--- src/rtl/hpar_pkg.sv ---
package hpar_pkg;

  localparam int BYTE_W = 8;
  localparam int COL_W  = 6;

  typedef logic [BYTE_W-1:0] byte_t;
  typedef logic [COL_W-1:0]  colpar_t;

  // Column contributions of one byte, index c = CPc
  function automatic colpar_t col_terms(input byte_t d);
    colpar_t t;
    t[0] = d[6] ^ d[4] ^ d[2] ^ d[0];
    t[1] = d[7] ^ d[5] ^ d[3] ^ d[1];
    t[2] = d[5] ^ d[4] ^ d[1] ^ d[0];
    t[3] = d[7] ^ d[6] ^ d[3] ^ d[2];
    t[4] = d[3] ^ d[2] ^ d[1] ^ d[0];
    t[5] = d[7] ^ d[6] ^ d[5] ^ d[4];
    return t;
  endfunction

endpackage

--- src/rtl/hpar_rst_sync.sv ---
module hpar_rst_sync #(
  parameter int STAGES = 2
) (
  input  logic clk,
  input  logic arst_n_i,
  output logic rst_n_o
);
  logic [STAGES-1:0] sync_q;

  always_ff @(posedge clk or negedge arst_n_i) begin
    if (!arst_n_i) sync_q <= '0;
    else           sync_q <= {sync_q[STAGES-2:0], 1'b1};
  end

  assign rst_n_o = sync_q[STAGES-1];
endmodule

--- src/rtl/hpar_sequencer.sv ---
module hpar_sequencer #(
  parameter int IDX_W     = 9,
  parameter int LONG_LEN  = 512,
  parameter int SHORT_LEN = 256
) (
  input  logic             clk,
  input  logic             rst_n,
  input  logic             valid_i,
  input  logic             start_i,
  input  logic             mode_i,
  output logic             ready_o,
  output logic             accept_o,
  output logic             first_o,
  output logic [IDX_W-1:0] idx_o,
  output logic             mode_eff_o,
  output logic             mode_q_o,
  output logic             done_o
);
  localparam logic [IDX_W-1:0] LAST_LONG  = IDX_W'(LONG_LEN - 1);
  localparam logic [IDX_W-1:0] LAST_SHORT = IDX_W'(SHORT_LEN - 1);

  logic             ready_q, ready_n;
  logic             active_q, active_n;
  logic             mode_q, mode_n;
  logic             done_q, done_n;
  logic [IDX_W-1:0] idx_q, idx_n;
  logic [IDX_W-1:0] idx_use, last_idx;
  logic             mode_use, accept, first, last;

  // next-state
  always_comb begin
    accept   = valid_i && ready_q && (start_i || active_q);
    first    = accept && start_i;
    idx_use  = first ? '0 : idx_q;
    mode_use = first ? mode_i : mode_q;
    last_idx = mode_use ? LAST_LONG : LAST_SHORT;
    last     = accept && (idx_use == last_idx);

    ready_n  = 1'b1;
    active_n = active_q;
    mode_n   = mode_q;
    idx_n    = idx_q;
    done_n   = last;
    if (first) mode_n = mode_i;
    if (accept) begin
      idx_n    = idx_use + 1'b1;
      active_n = !last;
    end
  end

  // registers
  always_ff @(posedge clk or negedge rst_n) begin
    if (!rst_n) begin
      ready_q  <= 1'b0;
      active_q <= 1'b0;
      mode_q   <= 1'b0;
      done_q   <= 1'b0;
      idx_q    <= '0;
    end else begin
      ready_q  <= ready_n;
      active_q <= active_n;
      mode_q   <= mode_n;
      done_q   <= done_n;
      idx_q    <= idx_n;
    end
  end

  assign ready_o    = ready_q;
  assign accept_o   = accept;
  assign first_o    = first;
  assign idx_o      = idx_use;
  assign mode_eff_o = mode_use;
  assign mode_q_o   = mode_q;
  assign done_o     = done_q;

  // done is a single-cycle pulse
  a_r7_done_single: assert property (@(posedge clk) disable iff (!rst_n)
    done_q |=> !done_q);
  // a finished chunk is closed
  a_r7_done_closes: assert property (@(posedge clk) disable iff (!rst_n)
    done_q |-> !active_q);
  // the position never passes the last index of the latched mode
  a_r5_idx_bound: assert property (@(posedge clk) disable iff (!rst_n)
    active_q |-> (idx_q <= (mode_q ? LAST_LONG : LAST_SHORT)));
  // latched mode changes only on a start byte
  a_r10_mode_hold: assert property (@(posedge clk) disable iff (!rst_n)
    !first |=> $stable(mode_q));
  // ready stays up once out of reset
  a_r9_ready_hold: assert property (@(posedge clk) disable iff (!rst_n)
    ready_q |=> ready_q);
endmodule

--- src/rtl/hpar_line_acc.sv ---
module hpar_line_acc
  import hpar_pkg::*;
#(
  parameter int PAIRS       = 9,
  parameter int SHORT_PAIRS = 8
) (
  input  logic               clk,
  input  logic               rst_n,
  input  logic               accept_i,
  input  logic               first_i,
  input  logic               mode_i,
  input  logic [PAIRS-1:0]   idx_i,
  input  byte_t              data_i,
  output logic [2*PAIRS-1:0] lp_o
);
  logic [2*PAIRS-1:0] lp_q, lp_n;
  logic               bpar;

  assign bpar = ^data_i;

  for (genvar k = 0; k < PAIRS; k++) begin : g_pair
    logic use_k, base_hi, base_lo;
    if (k < SHORT_PAIRS) begin : g_always
      assign use_k = 1'b1;
    end else begin : g_long_only
      assign use_k = mode_i;
    end
    assign base_hi = first_i ? 1'b0 : lp_q[2*k+1];
    assign base_lo = first_i ? 1'b0 : lp_q[2*k];
    always_comb begin
      lp_n[2*k+1] = lp_q[2*k+1];
      lp_n[2*k]   = lp_q[2*k];
      if (accept_i) begin
        lp_n[2*k+1] = base_hi ^ (bpar & use_k &  idx_i[k]);
        lp_n[2*k]   = base_lo ^ (bpar & use_k & ~idx_i[k]);
      end
    end
  end

  always_ff @(posedge clk or negedge rst_n) begin
    if (!rst_n) lp_q <= '0;
    else        lp_q <= lp_n;
  end

  assign lp_o = lp_q;

  // an even-parity byte leaves every line parity untouched
  a_r1_even_byte: assert property (@(posedge clk) disable iff (!rst_n)
    (accept_i && !first_i && !bpar) |=> $stable(lp_q));
  // an odd byte flips exactly one member of each pair it reaches
  a_r1_one_per_pair: assert property (@(posedge clk) disable iff (!rst_n)
    (accept_i && !first_i && bpar && !mode_i) |=>
      ($countones(lp_q ^ $past(lp_q)) == SHORT_PAIRS));
endmodule

--- src/rtl/hpar_col_acc.sv ---
module hpar_col_acc
  import hpar_pkg::*;
(
  input  logic    clk,
  input  logic    rst_n,
  input  logic    accept_i,
  input  logic    first_i,
  input  byte_t   data_i,
  output colpar_t cp_o
);
  colpar_t cp_q, cp_n, base;

  always_comb begin
    base = first_i ? '0 : cp_q;
    cp_n = cp_q;
    if (accept_i) cp_n = base ^ col_terms(data_i);
  end

  always_ff @(posedge clk or negedge rst_n) begin
    if (!rst_n) cp_q <= '0;
    else        cp_q <= cp_n;
  end

  assign cp_o = cp_q;

  // a zero byte added to an open chunk leaves the column parities alone
  a_r3_zero_byte: assert property (@(posedge clk) disable iff (!rst_n)
    (accept_i && !first_i && data_i == '0) |=> $stable(cp_q));
endmodule

--- src/rtl/hamming_chunk_parity.sv ---
module hamming_chunk_parity
  import hpar_pkg::*;
#(
  parameter int LONG_LEN  = 512,
  parameter int SHORT_LEN = 256
) (
  input  logic       clk,
  input  logic       rst_n,
  input  logic       mode512_i,
  input  logic       in_valid_i,
  output logic       in_ready_o,
  input  logic       in_start_i,
  input  logic [7:0] in_byte_i,
  output logic       done_o,
  output logic [7:0] code0_o,
  output logic [7:0] code1_o,
  output logic [7:0] code2_o
);
  localparam int IDX_W       = $clog2(LONG_LEN);
  localparam int SHORT_PAIRS = $clog2(SHORT_LEN);
  localparam int LP_W        = 2 * IDX_W;

  logic             rst_n_s;
  logic             accept, first, mode_eff, mode_q;
  logic [IDX_W-1:0] idx;
  logic [LP_W-1:0]  lp;
  colpar_t          cp;

  hpar_rst_sync #(.STAGES(2)) u_rst (
    .clk(clk), .arst_n_i(rst_n), .rst_n_o(rst_n_s)
  );

  hpar_sequencer #(
    .IDX_W(IDX_W), .LONG_LEN(LONG_LEN), .SHORT_LEN(SHORT_LEN)
  ) u_seq (
    .clk(clk), .rst_n(rst_n_s),
    .valid_i(in_valid_i), .start_i(in_start_i), .mode_i(mode512_i),
    .ready_o(in_ready_o), .accept_o(accept), .first_o(first),
    .idx_o(idx), .mode_eff_o(mode_eff), .mode_q_o(mode_q), .done_o(done_o)
  );

  hpar_line_acc #(.PAIRS(IDX_W), .SHORT_PAIRS(SHORT_PAIRS)) u_line (
    .clk(clk), .rst_n(rst_n_s), .accept_i(accept), .first_i(first),
    .mode_i(mode_eff), .idx_i(idx), .data_i(in_byte_i), .lp_o(lp)
  );

  hpar_col_acc u_col (
    .clk(clk), .rst_n(rst_n_s), .accept_i(accept), .first_i(first),
    .data_i(in_byte_i), .cp_o(cp)
  );

  assign code0_o = lp[7:0];
  assign code1_o = lp[15:8];
  assign code2_o = {cp, mode_q ? lp[LP_W-1:LP_W-2] : 2'b00};

  // code bytes move only when a byte is accepted
  a_r8_hold_when_idle: assert property (@(posedge clk) disable iff (!rst_n_s)
    !accept |=> $stable({code0_o, code1_o, code2_o}));
  // short mode leaves the low pair of code2 clear
  a_r5_short_low_zero: assert property (@(posedge clk) disable iff (!rst_n_s)
    !mode_q |-> (code2_o[1:0] == 2'b00));
  // a start byte leaves only its own contribution in the column parity
  a_r6_start_clears: assert property (@(posedge clk) disable iff (!rst_n_s)
    (first && in_byte_i == 8'h00) |=> (code2_o[7:2] == 6'b0));
endmodule

--- config.mk ---
export PLATFORM = sky130hd
export DESIGN_NAME = hamming_chunk_parity
export DESIGN_NICKNAME = d
export VERILOG_FILES = /design/src/rtl/hpar_pkg.sv /design/src/rtl/hpar_rst_sync.sv /design/src/rtl/hpar_sequencer.sv /design/src/rtl/hpar_line_acc.sv /design/src/rtl/hpar_col_acc.sv /design/src/rtl/hamming_chunk_parity.sv
export SDC_FILE = /design/constraint.sdc
export NUM_CORES = 1
export LEC_CHECK = 0
export BUFFER_PORTS_ARGS = -buffer_cell sky130_fd_sc_hd__buf_4
export CORE_MARGIN = 3
export CORE_UTILIZATION = 37
export CTS_CLUSTER_DIAMETER = 200
export DETAILED_ROUTE_END_ITERATION = 16
export REMOVE_ABC_BUFFERS = 1
export SETUP_SLACK_MARGIN = 0.1
export SYNTH_ARGS = -nofsm -noshare
export SYNTH_HDL_FRONTEND = slang
export SYNTH_SLANG_ARGS = --single-unit
--- constraint.sdc ---
create_clock -name clk -period 2.35 [get_ports clk]
set_input_delay 0.1175 -clock clk [delete_from_list [all_inputs] [get_ports clk]]
set_output_delay 0.1175 -clock clk [all_outputs]
set_load 0.1 [all_outputs]
==> metrics.txt <==
Clk Latency, worst-skew pair=0.29 ns; Max clock buf depth=2; Initial Util=0.390; vias=1632; commonest non-fill, non-tap cells in the layout=buf_4 (43), dfrtp_1 (39), nand2_1 (26); Startpoint Class=flip-flop; share of layout cells above drive strength 1=0.275; Final Critical Period=2.00 ns; compound-gate portion of the synthesized area=0.130; Die Area=6880 sq um; Reg clk slew, reported paths=0.08 ns; most common cell after layout, fill and taps aside=buf_4; CTS root buf=clkbuf_8; area leader, netlist=dfrtp_1; crit share post-route=0.850; Worst R2R Start=u_seq.ready_o; Post-synth EDFFs=0; Synth Area in Adders=0.00571; TritonCTS buffer count=5; cell count after placement=314; endpoints failing setup=0; crit end category=flip-flop; total track usage=0.140; Tightest Hold Check Type=in2async; synthesized cell area=2190 sq um; vias in the first global route=1631; H-tree lvl count=2; hold_buf cts=1; largest family of logic cells by synthesized area=simple AND/OR/NAND/NOR gates; P_leak=1.20 nW; RSZ-0062 raised after global routing=no; Area contributors post-synth=dfrtp_1 (45%), xnor2_1 (8.8%), buf_4 (5.5%); Post-Synth XOR/XNOR Area=0.107; core area=5610 sq um; Synth Flop Type=dfrtp_1; mux cell area share after synthesis=0.0143; crit-path max FO=13; via density per instance=5.05; final WL=4530 um; Num Clock Sinks=39; I/O pin cnt=39; Rel. slew slack=0.624; Die Y=82.9 um; asr flop ratio synth=1.00; initial antenna violation count=0; Synth Warn #=0; Setup Fix Bufs, Post-CTS=0; total power draw=3.50 mW; critical path type=reg2reg; Worst Skew=0.00662 ns; Peak Freq=500 MHz; CP required=2.52 ns; gr ovfl total=0; first-pass GRT wire length=7940 um; Ant. Diodes=0; Post-route DRC=0; count of different cell masters after synthesis=38; initial DRC count=104; cells after synthesis=224; Simple-Gate Fraction of Synth Area=0.210; Final Max Slew Viols=0; Pre-antenna DRT Iters=4; non-filler cells, final=323; final-report hold violation count=0; Avg Cell Area, Syn=9.78 sq um; routability cong.=0.766; post-cts resize count=0; Max Cap Viol=0; Max IR drop VDD=805 uV; synthesized flop and latch total=39; PortBufs=38; setup_tns=0 ns; Area growth, synth to finish=17.9%; wire per inst=14.0 um; largest net degree at the start of global routing=38; Worst-Margin Slew=0.561 ns; status=finished, final reports clean; Worst EP arrival=2.17 ns; hpwl dp=3080 um; PwrDens=1350 nW/um^2; Die X=82.9 um; Crit. Startpoint=u_seq.ready_o; sequential area share after synthesis=0.446; # rows=27; CTS tree=built; post-route ant nets=0; Yosys top cell area share=0.446; Final #Nets=264
## cell usage after synthesis, types with 2 or more instances
master / instances
o31ai_1: 2
a41o_2: 5
nor3_1: 9
mux2i_1: 2
buf_2: 2
and4_1: 2
nor2b_1: 4
xnor2_1: 22
o21ai_0: 3
nor2_1: 24
dfrtp_1: 39
and4b_1: 4
xor2_1: 3
nand2_1: 26
and4b_2: 5
a41o_1: 3
a31oi_1: 10
and2_1: 4
a21oi_1: 12
clkbuf_1: 6
buf_4: 16
nand3_1: 3
buf_6: 3
## final timing paths
path / endpoint / slack (ns) / cells after the start
setup / recovery: u_seq.idx_q[8] / 0.35 / 7
hold / removal: u_rst.sync_q[0] / 0.13 / 2
setup reg to reg: u_seq.idx_q[8] / 0.35 / 7
hold reg to reg: u_line.lp_o[1] / 0.29 / 1
max in group asynchronous: u_line.lp_o[7] / 1.70 / 1
min in group clk: u_seq.mode_q_o / 0.14 / 2
## power breakdown
| group | switching [mW] | internal [mW] |
|---|---|---|
| clock network | 0.238 | 0.425 |
| logic | 1.42 | 0.423 |
| registers | 0.145 | 0.844 |
| total | 1.81 | 1.69 |
## final cells by class
cell class                      count  area (sq um)
Fill cell                         554          3030
Tap cell                           72          90.1
Clock buffer                        6          72.6
Multi-Input combinational cell    159          1030
Timing Repair Buffer               45           353
Clock inverter                      2          60.1
Sequential cell                    39           976
## layer usage
| layer | wire length (um) | global-route usage | up-vias |
|---|---|---|---|
| li1 | - | - | 816 |
| met1 | 2190 | 0.179 | 757 |
| met2 | 1970 | 0.222 | 49 |
| met3 | 301 | 0.0446 | 10 |
| met4 | 70 | 0.0490 | 0 |
| met5 | 0 | 0 | - |
## through the flow
stage | area [sq um] | setup slack (ns) | hold slack, ns | utilization
finish | 2580 | 0.352 | 0.134 | 0.461
global route | 2580 | 0.117 | 0.141 | 0.461
CTS | 2580 | 0.335 | 0.121 | 0.461
detailed placement | 2440 | 0.345 | -0.0968 | 0.435
global placement | 2440 | 0.449 | -0.0985 | 0.435
floorplan | 2010 | 0.0389 | -0.178 | -
## flip-flops by register name, summed over array words and instances (netlist names)
signal / flops
u_seq.ready_o: 1
u_rst.sync_q: 2
u_seq.active_q: 1
u_seq.done_o: 1
u_seq.mode_q_o: 1
u_col.cp_o: 6
u_seq.idx_q: 9
u_line.lp_o: 18
## worst max-delay path: stages, from the launching register on
cell	delay, ns
dfrtp_1	0.41
and3_2	0.29
nor2b_1	0.15
ha_1	0.17
nand4_1	0.14
nor2_1	0.20
nand3_1	0.16
o311ai_0	0.38
## kinds of logic (layout without fill, tap and decap cells)
logic type      after synthesis  in the layout
buf+inv                      27             53
xor+xnor                     26             26
flops                        39             39
fa+ha+maj                     1              1
other cells                   1              2
simple gates                 88             88
mux                           3              3
compound gates               39             39
(Power assumes the default switching activity.)
